==> src/rtl/tsg_pkg.sv <==
package tsg_pkg;
  localparam int TRIPLE_LEN = 3;
  localparam int LEAD_N     = TRIPLE_LEN - 1;
  localparam int PH_W       = $clog2(TRIPLE_LEN);

  typedef logic [PH_W-1:0] phase_t;

  localparam phase_t PH_LAST = phase_t'(TRIPLE_LEN - 1);

  // Decision on a full triple: keep the trailing bit when the leading pair differs.
  function automatic logic keep_third(input logic lead0, input logic lead1);
    return lead0 ^ lead1;
  endfunction

  // Position after one accepted beat, wrapping at the end of a triple.
  function automatic phase_t next_phase(input phase_t cur);
    return (cur == PH_LAST) ? phase_t'(0) : phase_t'(cur + 1'b1);
  endfunction
endpackage

==> src/rtl/tsg_phase.sv <==
module tsg_phase
  import tsg_pkg::*;
(
  input  logic   clk,
  input  logic   rst_n,
  input  logic   flush_i,
  input  logic   adv_i,
  output phase_t phase_o,
  output logic   last_o
);
  phase_t phase_q;

  always_ff @(posedge clk) begin
    if (!rst_n || flush_i) phase_q <= '0;
    else if (adv_i)        phase_q <= next_phase(phase_q);
  end

  assign phase_o = phase_q;
  assign last_o  = (phase_q == PH_LAST);
endmodule

==> src/rtl/tsg_hold.sv <==
module tsg_hold
  import tsg_pkg::*;
(
  input  logic              clk,
  input  logic              rst_n,
  input  logic              adv_i,
  input  phase_t            phase_i,
  input  logic              din_i,
  output logic [LEAD_N-1:0] lead_o
);
  for (genvar k = 0; k < LEAD_N; k++) begin : g_slot
    logic slot_q;
    always_ff @(posedge clk) begin
      if (!rst_n)                                slot_q <= 1'b0;
      else if (adv_i && (phase_i == phase_t'(k))) slot_q <= din_i;
    end
    assign lead_o[k] = slot_q;
  end
endmodule

==> src/rtl/tsg_emit.sv <==
module tsg_emit (
  input  logic clk,
  input  logic rst_n,
  input  logic fire_i,
  input  logic din_i,
  output logic valid_o,
  output logic bit_o
);
  logic valid_q;
  logic bit_q;

  always_ff @(posedge clk) begin
    if (!rst_n) begin
      valid_q <= 1'b0;
      bit_q   <= 1'b0;
    end else begin
      valid_q <= fire_i;
      if (fire_i) bit_q <= din_i;
    end
  end

  assign valid_o = valid_q;
  assign bit_o   = bit_q;
endmodule

==> src/rtl/tsg_selector.sv <==
module tsg_selector
  import tsg_pkg::*;
(
  input  logic clk,
  input  logic rst_n,
  input  logic flush_i,
  input  logic in_valid_i,
  input  logic in_bit_i,
  output logic in_ready_o,
  output logic out_valid_o,
  output logic out_bit_o
);
  // Named internal events, exposed for the bound checker
  logic              accept_w;
  logic              last_w;
  logic              triple_done_w;
  logic              sel_w;
  phase_t            phase_w;
  logic [LEAD_N-1:0] lead_w;

  assign in_ready_o    = !flush_i;
  assign accept_w      = in_valid_i && in_ready_o;
  assign triple_done_w = accept_w && last_w;
  assign sel_w         = keep_third(lead_w[0], lead_w[1]);

  tsg_phase u_phase (
    .clk     (clk),
    .rst_n   (rst_n),
    .flush_i (flush_i),
    .adv_i   (accept_w),
    .phase_o (phase_w),
    .last_o  (last_w)
  );

  tsg_hold u_hold (
    .clk     (clk),
    .rst_n   (rst_n),
    .adv_i   (accept_w),
    .phase_i (phase_w),
    .din_i   (in_bit_i),
    .lead_o  (lead_w)
  );

  tsg_emit u_emit (
    .clk     (clk),
    .rst_n   (rst_n),
    .fire_i  (triple_done_w && sel_w),
    .din_i   (in_bit_i),
    .valid_o (out_valid_o),
    .bit_o   (out_bit_o)
  );
endmodule

==> config.mk <==
export PLATFORM = sky130hd
export DESIGN_NAME = tsg_selector
export DESIGN_NICKNAME = d
export VERILOG_FILES = /design/src/rtl/tsg_pkg.sv /design/src/rtl/tsg_phase.sv /design/src/rtl/tsg_hold.sv /design/src/rtl/tsg_emit.sv /design/src/rtl/tsg_selector.sv
export SDC_FILE = /design/constraint.sdc
export NUM_CORES = 1
export LEC_CHECK = 0
export CORE_AREA = 3 3 40 42
export DETAILED_ROUTE_END_ITERATION = 10
export DIE_AREA = 0 0 43 45
export GPL_ROUTABILITY_DRIVEN = 0
export PLACE_DENSITY = 0.46
export SLEW_MARGIN = 20
export SYNTH_ARGS = -nofsm -noshare
export SYNTH_HDL_FRONTEND = slang
export SYNTH_SLANG_ARGS = --single-unit
==> constraint.sdc <==
create_clock -name clk -period 1.6 [get_ports clk]
set_clock_uncertainty 0.15 [all_clocks]
set_input_delay 0.32 -clock clk [delete_from_list [all_inputs] [get_ports clk]]
set_output_delay 0.32 -clock clk [all_outputs]
set_load 0.03 [all_outputs]
# ---- Word-level counts from Yosys, hierarchy flattened
# Index checks and enable logic that the tools add are counted.
dict set report word_totals {
  reg_bits 6
  elab_cells 19
  input_bits 5
}
dict set report op_classes {
  mux 1
  n_eq_ne 2
  reduce_logical 9
  addsub 1
  bitwise_logic 1
}
# operator n
set ops {}
lappend ops {{logical AND 1 bit} 5}
lappend ops {{adder 2 x 1 -> 2 bit, second input constant} 1}
lappend ops {{equality test 2 x 1 -> 1 bit, second input constant} 1}
lappend ops {{equality test 2 bit, second input constant} 1}
lappend ops {{zero test 1 bit} 2}
lappend ops {{zero test 2 bit} 1}
lappend ops {{two-way mux 2 bit} 1}
lappend ops {{logical OR 1 bit} 1}
lappend ops {{XOR 1 bit} 1}

# ---- Logic depth before layout (Yosys ltp)
dict set report logic_depth {
  word_depth 4
  ltp_mapped 3
  mapped_depth_nobuf 3
}

# ---- Hierarchy
# A second synthesis with hierarchy kept.
dict set report unflattened {
  hier_cells 30
  area_unflattened_um2 292.8
}
# mod area_per_inst_um2 instances cells_per_inst seq_area_each_um2
set modules_own_cells {}
lappend modules_own_cells {tsg_hold 106.4 1 11 40.0}
lappend modules_own_cells {tsg_phase 95.1 1 10 40.0}
lappend modules_own_cells {tsg_emit 63.8 1 5 40.0}
lappend modules_own_cells {tsg_selector 27.5 1 4 0.0}

# ---- Worst setup path after synthesis
# Ideal clock, no wire load.
dict set report synth_timing {
  kind {register to register}
  startpoint {reg u_phase.phase_q[0] (netlist: u_phase.phase_o[0])}
  endpoint {reg u_hold.g_slot[0].slot_q}
  required_time_ns 1.336
  setup_time_ns 0.114
  slack_ns 0.479
  path_stages_with_launch 4
  t_arrival_ns 0.856
  cell_sequence {dfxtp_1 -> nor4b_2 -> mux2i_1 -> nor2_1}
}
dict set report synth_between {
  elab_chain_cells 2
}
# item line_no
set synth_lines {}
lappend synth_lines {{start: declaration} tsg_phase.sv:11} ;# phase_t phase_q;
lappend synth_lines {{start signal: assignment} tsg_phase.sv:15} ;# else if (adv_i) phase_q <= next_phase(phase_q);
lappend synth_lines {{zero test 2 bit} tsg_hold.sv:15} ;# else if (adv_i && (phase_i == phase_t'(k))) slot_q <= din_i;
lappend synth_lines {{logical AND 1 bit} tsg_hold.sv:15}
lappend synth_lines {{end signal: assignment} tsg_hold.sv:15}
lappend synth_lines {{end: declaration} tsg_hold.sv:12} ;# logic slot_q;
# No other way between the ends.
# A chain may end at the register's enable or synchronous reset.

# ---- Worst setup path in the final report
dict set report layout_timing {
  startpoint {reg u_emit.bit_q (netlist: u_emit.bit_o)}
  endpoint {out out_bit_o}
}
# item line_no
set layout_rtl {}
lappend layout_rtl {{start: declaration} tsg_emit.sv:10} ;# logic bit_q;
lappend layout_rtl {{start signal: assignment} tsg_emit.sv:18} ;# if (fire_i) bit_q <= din_i;
lappend layout_rtl {{end: declaration} tsg_selector.sv:11} ;# output logic out_bit_o
# No word-level cell between the ends.

==> impl_metrics.json <==
{
  "timing.setup.critical_path_class": "reg -> out",
  "postLayoutCoreUtil": 0.286,
  "worstPathBufferInverterCount": 1,
  "cts-buffers-inserted": 3,
  "num_vias": 216,
  "source_of_the_critical_timing_path": "u_emit.bit_o",
  "detail-route-antenna-nets": 0,
  "num_io_pins": 8,
  "grtUsageMet1": 0.0506,
  "cts_tree": "done",
  "achievable-frequency_mhz": 702,
  "hold-path-cell-count": 2,
  "layout.cells.most_common_list": "dfxtp_1, nand2_1, nor2_1",
  "syn_area_um2": 251,
  "synth_cells": 28,
  "synthesis.area_per_instance_um2": 8.98,
  "timing_max_transition_violations_final": 0,
  "buffer_ports.inserted": 7,
  "worst_skew_pair.late_latency_ps": 240,
  "regToRegEndpoint": "u_hold.g_slot[0].slot_q",
  "drive_gt1_frac": 0.154,
  "initial_antenna_violation_count": 0,
  "timing.critical_path.cells": "dlygate4sd2_1",
  "power.ir.vdd_worst_v": 0.000245,
  "r2r_slack_ps": 390,
  "cp.required_ps": 1130,
  "postLayoutCellArea_um2": 368,
  "gr-usage-met3": 0.0159,
  "run_status": "complete, no violations",
  "setup_viol": 0,
  "cap_viol_max_count": 0,
  "crit_path_end": "out_bit_o",
  "syn_nets": 33,
  "synth-warning-count": 0,
  "reg2regPathDepth": 3,
  "synth_sequential_area_ratio": 0.478,
  "worst_slew_pin_slew_ps": 298,
  "flip_flop_and_latch_count_after_synthesis": 6,
  "power.density_cell_area_nw_per_um2": 898,
  "p_total_mw": 0.330,
  "fp.dieH_um": 45,
  "arrival_ps": 950,
  "global_route.overflow_total": 0,
  "timing.hold.ws_ps": 311,
  "cts_htree_levels": 1,
  "critPathMaxStageDelay_ps": 390,
  "postPlaceCellArea_um2": 345,
  "worst_path_max_delay_cell": "dlygate4sd2_1",
  "clk_pin_slew_worst_paths_ps": 50,
  "period_share": 0.890,
  "grt_use_met2": 0.105,
  "worstSetupStartpointType": "flip-flop",
  "detailed_route_iter0_violations": 0,
  "netlist-cell-type-count": 13,
  "route.final.wire_length_um": 478,
  "critical_path_peak_fanout": 2,
  "type_of_the_tightest_min_delay_check": "reg -> reg",
  "grt_max_degree": 6,
  "fin_nets": 46,
  "drc": 0,
  "die-area_um2": 1940,
  "gr-usage-all-layers": 0.0575,
  "period_needed_ps": 1420,
  "worst_setup_margin_ps": 176,
  "cp.depth": 1,
  "hp-start": "u_emit.bit_o",
  "core.rowCount": 13,
  "antenna_diodes": 0,
  "detailedRoute.firstPassIterationCount": 1,
  "tritoncts_num_sinks": 6,
  "dp.final_hpwl_um": 394,
  "clk_buf_depth": 2,
  "critPathCaptureType": "output pin",
  "layout.cells.most_common": "dfxtp_1",
  "first_global_vias": 214,
  "core_area_um2": 1280,
  "dieWidth_um": 43,
  "starting_density_of_the_core": 0.196,
  "wl_per_cell_um": 8.85,
  "leakagePower_nw": 0.176,
  "first_pass_grt_wire_length_um": 800,
  "fillers": 141,
  "holdBufCountCts": 0,
  "timing_hold_violations_final": 0,
  "max-slew-margin-rel": 0.802,
  "avgViaCountPerCell": 4.00,
  "rsz0062_at_grt": "no",
  "placement.setup.worst_slack_ps": -83.4,
  "timing.critical_path.max_delay_family": "buffers and inverters",
  "post_synthesis_to_final_layout_area_growth_pct": 46.3,
  "rr_startpoint": "u_phase.phase_o[0]",
  "root_buffer": "clkbuf_4",
  "gr-max-usage-layer": "met2"
}
-- power by group --
part	switching, mW	internal (mW)
registers	0.00305	0.153
clock network	0.0541	0.0848
logic	0.0166	0.0187
total	0.0738	0.257
-- flip-flops by register name, summed over array words and instances (netlist names) --
register              cells
u_emit.bit_o              1
u_emit.valid_o            1
u_hold.g_slot.slot_q      2
u_phase.phase_o           2
-- logic make-up after synthesis --
family,share of synthesized area
AO/OA/AOI/OAI,0.0995
XOR/XNOR,0.0348
buffers and inverters,0.0448
flip-flops,0.478
multiplexers,0.0796
AND/OR/NAND/NOR,0.264
-- worst min path at each step --
stage | endpoint | slack [ps]
3_5_place_dp | u_emit.bit_o | 310
3_3_place_gp | u_emit.bit_o | 300
2_1_floorplan | u_hold.g_slot[1].slot_q | 270
5_1_grt | u_emit.bit_o | 360
4_1_cts | u_emit.bit_o | 310
6_report | u_emit.bit_o | 310
-- synthesized netlist by cell type --
| master | count | share of area |
|---|---|---|
| a21oi_1 | 2 | 0.040 |
| dfxtp_1 | 6 | 0.48 |
| inv_1 | 3 | 0.045 |
| mux2i_1 | 2 | 0.080 |
| nand2_1 | 4 | 0.060 |
| nand3b_1 | 1 | 0.030 |
| nand4_1 | 1 | 0.025 |
| nor2_1 | 4 | 0.060 |
| nor3b_1 | 1 | 0.030 |
| nor4b_2 | 1 | 0.060 |
| o211ai_1 | 1 | 0.030 |
| o31ai_1 | 1 | 0.030 |
| xor2_1 | 1 | 0.035 |
-- layer usage --
metal | routed length, um | part of all wire | vias to the layer above
met5 | 0 | 0 | -
met4 | 0 | 0 | 0
met3 | 25 | 0.052 | 0
met2 | 270 | 0.56 | 4
met1 | 182 | 0.38 | 95
li1 | - | - | 117
-- what timing repair did --
action,4_1_cts,5_1_grt
cloned,0,0
endpoints found under the setup margin,2,1
setup buffers,0,0
endpoints found under the hold margin,0,0
pin swaps,0,0
gates resized for setup,2,1
-- final cells by class --
type | instances | area, um2 | share of cell area
tap | 15 | 18.8 | 0.0510
clock buffer | 3 | 22.5 | 0.0612
timing repair buffer | 8 | 75.1 | 0.204
multi-input combinational | 19 | 120 | 0.327
inverter | 3 | 11.3 | 0.0306
sequential | 6 | 120 | 0.327
-- through the flow --
stage / instances / setup TNS [ps]
2_1_floorplan: 28 / 0
3_3_place_gp: 51 / -40.3
3_5_place_dp: 51 / -83.4
4_1_cts: 54 / 0
5_1_grt: 54 / 0
6_report: 54 / 0
Power figures use the tool's default switching activity.
